[src/rtl/alias_rf_pkg.sv]
package alias_rf_pkg;
  localparam int unsigned DEF_NUM_REGS = 8;
  localparam int unsigned DEF_FP_W     = 80;
  localparam int unsigned DEF_INT_W    = 64;

  typedef enum logic [1:0] {
    TOS_HOLD  = 2'd0,
    TOS_PUSH  = 2'd1,
    TOS_POP   = 2'd2,
    TOS_CLEAR = 2'd3
  } tos_op_e;
endpackage

[src/rtl/alias_rf_tos.sv]
module alias_rf_tos
  import alias_rf_pkg::*;
#(
  parameter int unsigned NUM_REGS = DEF_NUM_REGS,
  localparam int unsigned IDX_W   = $clog2(NUM_REGS)
) (
  input  logic             clk_i,
  input  logic             rst_ni,
  input  tos_op_e          op_i,
  output logic [IDX_W-1:0] top_o
);
  logic [IDX_W-1:0] top_q;

  always_ff @(posedge clk_i or negedge rst_ni) begin
    if (!rst_ni) begin
      top_q <= '0;
    end else begin
      unique case (op_i)
        TOS_PUSH:  top_q <= top_q - 1'b1;
        TOS_POP:   top_q <= top_q + 1'b1;
        TOS_CLEAR: top_q <= '0;
        default:   top_q <= top_q;
      endcase
    end
  end

  assign top_o = top_q;

  assert_push_dec_R5: assert property (@(posedge clk_i) disable iff (!rst_ni)
    op_i == TOS_PUSH |=> top_q == $past(top_q) - 1'b1);
  assert_pop_inc_R5: assert property (@(posedge clk_i) disable iff (!rst_ni)
    op_i == TOS_POP |=> top_q == $past(top_q) + 1'b1);
  assert_clear_zero_R7: assert property (@(posedge clk_i) disable iff (!rst_ni)
    op_i == TOS_CLEAR |=> top_q == '0);
  assert_hold_stable_R5: assert property (@(posedge clk_i) disable iff (!rst_ni)
    op_i == TOS_HOLD |=> $stable(top_q));
endmodule

[src/rtl/alias_rf_tags.sv]
module alias_rf_tags
  import alias_rf_pkg::*;
#(
  parameter int unsigned NUM_REGS = DEF_NUM_REGS,
  localparam int unsigned IDX_W   = $clog2(NUM_REGS)
) (
  input  logic                clk_i,
  input  logic                rst_ni,
  input  logic                set_all_i,
  input  logic                clr_all_i,
  input  logic                fp_set_en_i,
  input  logic [IDX_W-1:0]    fp_set_idx_i,
  input  logic                pop_clr_en_i,
  input  logic [IDX_W-1:0]    pop_clr_idx_i,
  output logic [NUM_REGS-1:0] valid_o
);
  logic [NUM_REGS-1:0] valid_q;

  // priority: set_all > clr_all > fp write > pop
  for (genvar g = 0; g < NUM_REGS; g++) begin : g_tag
    logic fp_hit, pop_hit;
    assign fp_hit  = fp_set_en_i  && (fp_set_idx_i  == IDX_W'(g));
    assign pop_hit = pop_clr_en_i && (pop_clr_idx_i == IDX_W'(g));

    always_ff @(posedge clk_i or negedge rst_ni) begin
      if (!rst_ni)        valid_q[g] <= 1'b0;
      else if (set_all_i) valid_q[g] <= 1'b1;
      else if (clr_all_i) valid_q[g] <= 1'b0;
      else if (fp_hit)    valid_q[g] <= 1'b1;
      else if (pop_hit)   valid_q[g] <= 1'b0;
    end
  end

  assign valid_o = valid_q;

  assert_set_all_R6: assert property (@(posedge clk_i) disable iff (!rst_ni)
    set_all_i |=> &valid_q);
  assert_clr_all_R8: assert property (@(posedge clk_i) disable iff (!rst_ni)
    clr_all_i && !set_all_i |=> valid_q == '0);
  assert_fp_mark_R9: assert property (@(posedge clk_i) disable iff (!rst_ni)
    fp_set_en_i && !clr_all_i |=> valid_q[$past(fp_set_idx_i)]);
  assert_quiet_stable_R5: assert property (@(posedge clk_i) disable iff (!rst_ni)
    !set_all_i && !clr_all_i && !fp_set_en_i && !pop_clr_en_i |=> $stable(valid_q));
endmodule

[src/rtl/alias_rf_array.sv]
module alias_rf_array
  import alias_rf_pkg::*;
#(
  parameter int unsigned NUM_REGS = DEF_NUM_REGS,
  parameter int unsigned FP_W     = DEF_FP_W,
  parameter int unsigned INT_W    = DEF_INT_W,
  localparam int unsigned IDX_W   = $clog2(NUM_REGS),
  localparam int unsigned HI_W    = FP_W - INT_W
) (
  input  logic             clk_i,
  input  logic             rst_ni,
  input  logic             fp_we_i,
  input  logic [IDX_W-1:0] fp_widx_i,
  input  logic [FP_W-1:0]  fp_wdata_i,
  input  logic             simd_we_i,
  input  logic [IDX_W-1:0] simd_widx_i,
  input  logic [INT_W-1:0] simd_wdata_i,
  input  logic [IDX_W-1:0] fp_ridx_i,
  output logic [FP_W-1:0]  fp_rdata_o,
  input  logic [IDX_W-1:0] simd_ridx_i,
  output logic [INT_W-1:0] simd_rdata_o
);
  logic [FP_W-1:0] mem_q [NUM_REGS];
  logic [FP_W-1:0] simd_word;

  assign simd_word = {{HI_W{1'b1}}, simd_wdata_i};

  for (genvar g = 0; g < NUM_REGS; g++) begin : g_entry
    logic fp_hit, simd_hit;
    assign fp_hit   = fp_we_i   && (fp_widx_i   == IDX_W'(g));
    assign simd_hit = simd_we_i && (simd_widx_i == IDX_W'(g));

    always_ff @(posedge clk_i or negedge rst_ni) begin
      if (!rst_ni)       mem_q[g] <= '0;
      else if (simd_hit) mem_q[g] <= simd_word;
      else if (fp_hit)   mem_q[g] <= fp_wdata_i;
    end
  end

  assign fp_rdata_o   = mem_q[fp_ridx_i];
  assign simd_rdata_o = mem_q[simd_ridx_i][INT_W-1:0];

  assert_simd_hi_ones_R3: assert property (@(posedge clk_i) disable iff (!rst_ni)
    simd_we_i |=> &mem_q[$past(simd_widx_i)][FP_W-1:INT_W]);
  assert_simd_wins_R12: assert property (@(posedge clk_i) disable iff (!rst_ni)
    simd_we_i && fp_we_i && simd_widx_i == fp_widx_i
    |=> mem_q[$past(simd_widx_i)][INT_W-1:0] == $past(simd_wdata_i));
  assert_fp_write_R10: assert property (@(posedge clk_i) disable iff (!rst_ni)
    fp_we_i && !(simd_we_i && simd_widx_i == fp_widx_i)
    |=> mem_q[$past(fp_widx_i)] == $past(fp_wdata_i));
endmodule

[src/rtl/alias_regfile.sv]
module alias_regfile
  import alias_rf_pkg::*;
#(
  parameter int unsigned NUM_REGS = DEF_NUM_REGS,
  parameter int unsigned FP_W     = DEF_FP_W,
  parameter int unsigned INT_W    = DEF_INT_W,
  localparam int unsigned IDX_W   = $clog2(NUM_REGS)
) (
  input  logic                clk_i,
  input  logic                rst_ni,
  input  logic                fp_rd_en_i,
  input  logic [IDX_W-1:0]    fp_rd_idx_i,
  output logic [FP_W-1:0]     fp_rd_data_o,
  output logic                fp_fault_o,
  input  logic                fp_wr_en_i,
  input  logic [IDX_W-1:0]    fp_wr_idx_i,
  input  logic [FP_W-1:0]     fp_wr_data_i,
  input  logic                fp_push_i,
  input  logic                fp_pop_i,
  input  logic [IDX_W-1:0]    simd_rd_idx_i,
  output logic [INT_W-1:0]    simd_rd_data_o,
  input  logic                simd_wr_en_i,
  input  logic [IDX_W-1:0]    simd_wr_idx_i,
  input  logic [INT_W-1:0]    simd_wr_data_i,
  input  logic                mode_sw_i,
  input  logic                empty_i,
  output logic [IDX_W-1:0]    top_o,
  output logic [NUM_REGS-1:0] valid_o
);
  tos_op_e             tos_op;
  logic [IDX_W-1:0]    top;
  logic [IDX_W-1:0]    fp_rd_phys, fp_wr_phys;
  logic [NUM_REGS-1:0] valid;
  logic                lone_pop;

  // stack-relative to physical; wraps because NUM_REGS is a power of two
  assign fp_rd_phys = top + fp_rd_idx_i;
  assign fp_wr_phys = top + fp_wr_idx_i;
  assign lone_pop   = fp_pop_i && !fp_push_i;

  always_comb begin
    if (simd_wr_en_i || mode_sw_i)  tos_op = TOS_CLEAR;
    else if (fp_push_i && !fp_pop_i) tos_op = TOS_PUSH;
    else if (lone_pop)               tos_op = TOS_POP;
    else                             tos_op = TOS_HOLD;
  end

  alias_rf_tos #(.NUM_REGS(NUM_REGS)) u_tos (
    .clk_i (clk_i),
    .rst_ni(rst_ni),
    .op_i  (tos_op),
    .top_o (top)
  );

  alias_rf_tags #(.NUM_REGS(NUM_REGS)) u_tags (
    .clk_i        (clk_i),
    .rst_ni       (rst_ni),
    .set_all_i    (simd_wr_en_i),
    .clr_all_i    (empty_i),
    .fp_set_en_i  (fp_wr_en_i),
    .fp_set_idx_i (fp_wr_phys),
    .pop_clr_en_i (lone_pop),
    .pop_clr_idx_i(top),
    .valid_o      (valid)
  );

  alias_rf_array #(.NUM_REGS(NUM_REGS), .FP_W(FP_W), .INT_W(INT_W)) u_array (
    .clk_i       (clk_i),
    .rst_ni      (rst_ni),
    .fp_we_i     (fp_wr_en_i),
    .fp_widx_i   (fp_wr_phys),
    .fp_wdata_i  (fp_wr_data_i),
    .simd_we_i   (simd_wr_en_i),
    .simd_widx_i (simd_wr_idx_i),
    .simd_wdata_i(simd_wr_data_i),
    .fp_ridx_i   (fp_rd_phys),
    .fp_rdata_o  (fp_rd_data_o),
    .simd_ridx_i (simd_rd_idx_i),
    .simd_rdata_o(simd_rd_data_o)
  );

  assign fp_fault_o = fp_rd_en_i && !valid[fp_rd_phys];
  assign top_o      = top;
  assign valid_o    = valid;

  assert_fault_needs_rd_R9: assert property (@(posedge clk_i) disable iff (!rst_ni)
    fp_fault_o |-> fp_rd_en_i);
  assert_simd_fixed_R2: assert property (@(posedge clk_i) disable iff (!rst_ni)
    simd_wr_en_i |=> (simd_rd_idx_i != $past(simd_wr_idx_i))
                     || (simd_rd_data_o == $past(simd_wr_data_i)));
  assert_simd_resets_top_R6: assert property (@(posedge clk_i) disable iff (!rst_ni)
    simd_wr_en_i |=> top_o == '0 && &valid_o);
  assert_mode_keeps_data_R7: assert property (@(posedge clk_i) disable iff (!rst_ni)
    mode_sw_i && !simd_wr_en_i && !fp_wr_en_i && simd_rd_idx_i == $past(simd_rd_idx_i)
    |-> $stable(simd_rd_data_o));
endmodule

[config.mk]
export PLATFORM = sky130hd
export DESIGN_NAME = alias_regfile
export DESIGN_NICKNAME = d
export VERILOG_FILES = /design/src/rtl/alias_rf_pkg.sv /design/src/rtl/alias_rf_tos.sv /design/src/rtl/alias_rf_tags.sv /design/src/rtl/alias_rf_array.sv /design/src/rtl/alias_regfile.sv
export SDC_FILE = /design/constraint.sdc
export NUM_CORES = 2
export LEC_CHECK = 0
export BUFFER_PORTS_ARGS = -buffer_cell sky130_fd_sc_hd__buf_4
export CORE_UTILIZATION = 40
export DETAILED_ROUTE_END_ITERATION = 8
export GPL_ROUTABILITY_DRIVEN = 0
export GPL_TIMING_DRIVEN = 0
export PLACE_DENSITY = 0.54
export SLEW_MARGIN = 20
export SYNTH_ARGS = -nofsm -noshare
export SYNTH_HDL_FRONTEND = slang
export SYNTH_HIERARCHICAL = 1
export SYNTH_SLANG_ARGS = --single-unit
[constraint.sdc]
create_clock -name clk_i -period 5.39 [get_ports clk_i]
set_clock_uncertainty 0.1 [all_clocks]
set_input_delay 0.8085 -clock clk_i [delete_from_list [all_inputs] [get_ports clk_i]]
set_output_delay 0.8085 -clock clk_i [all_outputs]
set_load 0.01 [all_outputs]
# Word level (Yosys, flattened, before mapping)
# Cells that the tools add are included.
# word_totals
word_cells,161
input_bits,165
output_inout_bits,156
regBits,651
# op_classes
n_eq_ne,24
order_cmp,3
n_mux,60
add_sub_neg,4
n_reduce_logical,51
n_bitwise,2
# ops
operator,n
$mux 80,18
$bmux 80 s3,2
$mux 64,2
$eq 3x3->1 const B,12
$mux 1,33
$reduce_bool 4->1,8
$logic_and 1x1->1,27
$eq 3x2->1 const B,6
$reduce_bool 2->1,8
$eq 3x1->1 const B,3
$logic_not 3->1,3
$pmux 3 s3,1
$ge 4x4->1 const B,2
$not 3->4,2
$add 3x3->3,2
$mux 2,3
$eq 2x2->1 const B,2
$lt 3x4->1 const B,1
$add 3x1->3 const B,1
$bmux 1 s3,1
$logic_not 1->1,3
$reduce_bool 3->1,1
$sub 3x1->3 const B,1
$eq 2x1->1 const B,1
$logic_or 1x1->1,1

# Longest topological paths before layout
# logic_depth
depth_word,7
ltp_mapped,11
ltp_nobuf,8

# By module
# Netlist, hierarchy kept.
# by_module_without_submodules
module,area_each_um2,n_inst,cells_each,seq_area_each_um2
alias_rf_array,37408.4,1,3745,16015.4
alias_rf_tags,451.7,1,39,200.2
alias_regfile,217.7,1,21,0.0
alias_rf_tos,217.7,1,20,75.1

# Least setup slack after synthesis
# Ideal clock, no wire load.
# synth_timing
path_type,input-to-output
startpoint,in fp_rd_idx_i[0]
endpoint,out fp_rd_data_o[15]
arrival_time_ps,2797
t_required_ps,4482
path_buffers,3
stages,7
setup_slack_ps,1685
path_cell_list,ha_1 -> fa_1 -> buf_2 -> buf_2 -> buf_1 -> mux4_2 -> mux2_2
# synth_between
elab_chain_len,5
# synth_lines
item,line_no,rtl
from (decl),alias_regfile.sv:12,"input logic [IDX_W-1:0] fp_rd_idx_i,"
$add 3x3->3,alias_regfile.sv:37,assign fp_rd_phys = top + fp_rd_idx_i;
net fp_rd_phys[1],alias_regfile.sv:32,"logic [IDX_W-1:0] fp_rd_phys, fp_wr_phys;"
$not 3->4 (implied by the code),alias_rf_array.sv:40,assign fp_rdata_o = mem_q[fp_ridx_i];
$bmux 80 s3,alias_rf_array.sv:40,
$mux 80 (implied by the code) (2 in series),alias_rf_array.sv:40,
to (decl),alias_regfile.sv:13,"output logic [FP_W-1:0] fp_rd_data_o,"
# The timed path passes the listed nets, and every way through them passes these cells. The select of a mux whose other input is x is not followed.

# Worst setup path after layout
# layout_timing
startpoint,reg u_tos.top_q[0] (netlist: u_tos/top_o[0])
endpoint,out fp_rd_data_o[9]
# layout_between
elab_chain_len,5
# layout_lines
item,line_no,rtl
from (decl),alias_rf_tos.sv:12,logic [IDX_W-1:0] top_q;
from (signal assigned),alias_rf_tos.sv:19,TOS_PUSH: top_q <= top_q - 1'b1;
from (signal assigned),alias_rf_tos.sv:20,TOS_POP: top_q <= top_q + 1'b1;
from (signal assigned),alias_rf_tos.sv:22,default: top_q <= top_q;
$add 3x3->3,alias_regfile.sv:37,
net fp_rd_phys[1],alias_regfile.sv:32,
$not 3->4 (implied by the code),alias_rf_array.sv:40,
$bmux 80 s3,alias_rf_array.sv:40,
$mux 80 (implied by the code) (2 in series),alias_rf_array.sv:40,
# The timed path passes the listed nets, and every way through them passes these cells. The select of a mux whose other input is x is not followed.

==> impl_metrics.py <==
metrics = {
    "layout": {
        "final_core_util": 0.4636,
        "area_delta_synth_final_pct": 14.86,
        "layout.cells.most_common": "nand2_1",
        "drive_gt1_frac": 0.2177,
        "mostFrequentLayoutCells": "nand2_1 (1025), dfrtp_1 (651), mux4_2 (288), clkbuf_1 (277), nor2_1 (259)",
        "fin_nets": 4255,
    },
    "pwr": {
        "netSwitchingFraction": 0.3501,
        "intPower_mw": 14.85,
        "clockPowerShare": 0.235,
        "ir_drop_uv": 230.7,
        "p_leak_nw": 17.97,
        "power_density_mw_per_mm2": 519.5,
        "pwr-share-comb": 0.389,
        "netSwitchingPower_mw": 8.000,
        "pwr-share-seq": 0.376,
        "total_power_mw": 22.85,
    },
    "setup_path": {
        "critical_path.max_fanout": 14,
        "crit_arrival_ns": 4.49,
        "worst_setup_path_end_kind": "output port",
        "crit_type": "flop to output port",
        "critPathRequiredTime_ns": 4.48,
        "r2r_slack_ns": 0.85,
        "start_kind": "flop",
    },
    "route": {
        "via_per_inst": 6.004,
        "routed_wl_mm": 151.2,
        "vias": 32530,
        "wire_per_inst_um": 27.90,
        "final_antenna_net_count": 0,
        "drt_iter0_drc": 3691,
        "drc_errors": 2,
        "drt_pre_antenna_iters": 9,
    },
    "flow_run": {
        "maxCapViolCount": 0,
    },
    "synthesis": {
        "syn_avg_cell_area_um2": 10.01,
        "synth_top_area_frac": 0.4254,
        "synth_cell_type_count": 48,
        "ys_warn_count": 6,
        "ys.flop_type": "dfrtp_1",
        "ys_seq_elements": 651,
        "synth_nets": 3995,
        "yosysSeqAreaShare": 0.4254,
        "syn_inst": 3825,
        "yosys-top-cells-area": "dfrtp_1 (43%), mux4_2 (17%), nand2_1 (10%)",
        "async_flop_share": 1.000,
        "yosys.area.top_type": "dfrtp_1",
        "syn_area_mm2": 0.03830,
        "synth_edf_count": 0,
    },
    "cts": {
        "clock-sinks": 651,
        "clock_latency_ns": 0.65,
        "root_buffer": "clkbuf_16",
        "postCtsSetupRepairBufs": 0,
        "cts-buffers-inserted": 77,
        "clockBufferDepth": 3,
        "cts_tree": "done",
        "cts.reportedPaths.clkPinSlew_ns": 0.06,
        "htree_levels": 3,
    },
    "sta": {
        "setup_viol": 2,
        "tightestPinTransition_ns": 1.207,
        "finalCritPeriodShare": 1.002,
        "max_freq_ghz": 0.1851,
        "fin_ws_ns": -0.01138,
        "hold_violations": 0,
        "rsz0062_at_grt": "no",
        "slew_viol_final": 0,
        "layout_min_cycle_time_ns": 5.401,
        "relSlewSlack": 0.1914,
    },
    "global_routing": {
        "grt_pass1_wl_mm": 220.5,
        "grt_start_max_net_pins": 90,
        "grt.overflow.total": 0,
        "grt_pass1_vias": 31690,
        "grt_usage": 0.3064,
        "antenna_found_initial": 21,
    },
    "outcome": {
        "status": "finished with violations",
        "violations": "DRC, setup timing",
    },
    "floorplan": {
        "fp.dieArea_mm2": 0.09698,
        "core_area_mm2": 0.09487,
        "die_x_um": 311.4,
        "die_h_um": 311.4,
        "io_pins": 321,
        "rows": 113,
        "start_util": 0.4037,
    },
    "place": {
        "dpl.hpwl_mm": 101.1,
        "port_buffers": 172,
    },
    "min_path": {
        "hp-class": "primary input to asynchronous set/reset pin",
    },
}
-- metrics by stage --
step	area, um^2	hold slack (ns)	instances	setup WS, ns	setup TNS, ns
global placement	41170	0.3705	5262	-4.593	-2938.45
detailed placement	41420	0.3756	5271	0.1726	0
floorplan	38300	0.3587	3825	1.685	0
CTS	43960	0.07699	5409	0.06048	0
global route	43980	0.08897	5414	0.01453	0
finish	43990	0.05358	5418	-0.01138	-0.01526
-- synthesized netlist by cell type, types with 6 or more instances --
cell / number
a31oi_1: 256
dfrtp_1: 651
o21ai_1: 256
nand4b_1: 9
a221o_1: 8
buf_1: 53
mux4_2: 288
mux2_2: 144
nand3_1: 129
buf_2: 104
inv_1: 8
nor2_1: 259
nor2b_1: 11
buf_4: 38
nand4bb_1: 6
buf_6: 12
clkbuf_1: 262
nand2_1: 1025
mux2i_1: 257
-- layer usage --
layer	global-route usage	vias to the layer above	routed length, um
met4	0.1227	22	6082
met1	0.4148	16600	61160
met5	0	-	142
met3	0.06988	298	13270
met2	0.4758	1614	70510
li1	-	13990	-
-- final cells by class --
class                   count  area, um^2
fillers                  8880       50880
plain buffers             469        2132
well taps                1265        1583
inverters                   8       30.03
clock buffers             117        2331
multi-input cells        2697       19850
repair buffers            181        1534
diodes                      9       22.52
flip-flops and latches    651       16290
clock inverters            21       211.5
-- state kept, by name, indices dropped and copies added, names as in the netlist --
name	flops
u_tags/valid_o	8
u_array/mem_q	640
u_tos/top_o	3
-- final timing paths --
check | from | cells after the start | end
worst min-delay path | rst_ni | 2 | u_array/mem_q[630]$_DFFE_PN0P_
max in group asynchronous | rst_ni | 5 | u_array/mem_q[517]$_DFFE_PN0P_
worst max-delay path | u_tos/top_o[0]$_DFFE_PN0P_ | 8 | fp_rd_data_o[9]
min in group clk_i | fp_wr_data_i[76] | 3 | u_array/mem_q[476]$_DFFE_PN0P_
worst min register to register | u_array/mem_q[77]$_DFFE_PN0P_ | 2 | u_array/mem_q[77]$_DFFE_PN0P_
worst max register to register | u_tos/top_o[0]$_DFFE_PN0P_ | 11 | u_array/mem_q[328]$_DFFE_PN0P_
-- kinds of logic (layout without fill, tap and decap cells) --
group                    after synthesis  after routing  share of synthesized area
flip-flops                           651            651                     0.4254
other                                  0              9                          0
XOR/XNOR                               4              4                   0.001274
buffers and inverters                477            796                    0.05623
multiplexers                         691            691                     0.2803
AO/OA/AOI/OAI                        525            525                    0.07818
adder cells (fa/ha/maj)                5              5                   0.002222
AND/OR/NAND/NOR                     1472           1472                     0.1564
-- critical path, cell delays in order (launching register included) --
cell and delay, ns:
dfrtp_1 0.55, ha_1 0.29, fa_1 0.59, buf_2 0.55, buf_2 0.52, clkbuf_2 0.45, mux4_2 0.38, mux2_2 0.33
buf_4 0.16
-- timing repair --
action,4_1_cts,5_1_grt
endpoints found under the hold margin,0,0
setup endpoints to repair,30,0
hold buffers,0,0
resized for setup,3,0
-- power groups by stage --
stage                     Sequential, mW  Clock [mW]  Combinational [mW]
after global routing                8.83        5.63                9.55
after detailed placement            8.56           0                8.89
after floorplan                     8.06           0                5.94
after CTS                           8.52        5.45                8.90
final                               8.59        5.37                8.90
after global placement              8.52           0                8.71
(Power assumes the default switching activity.)
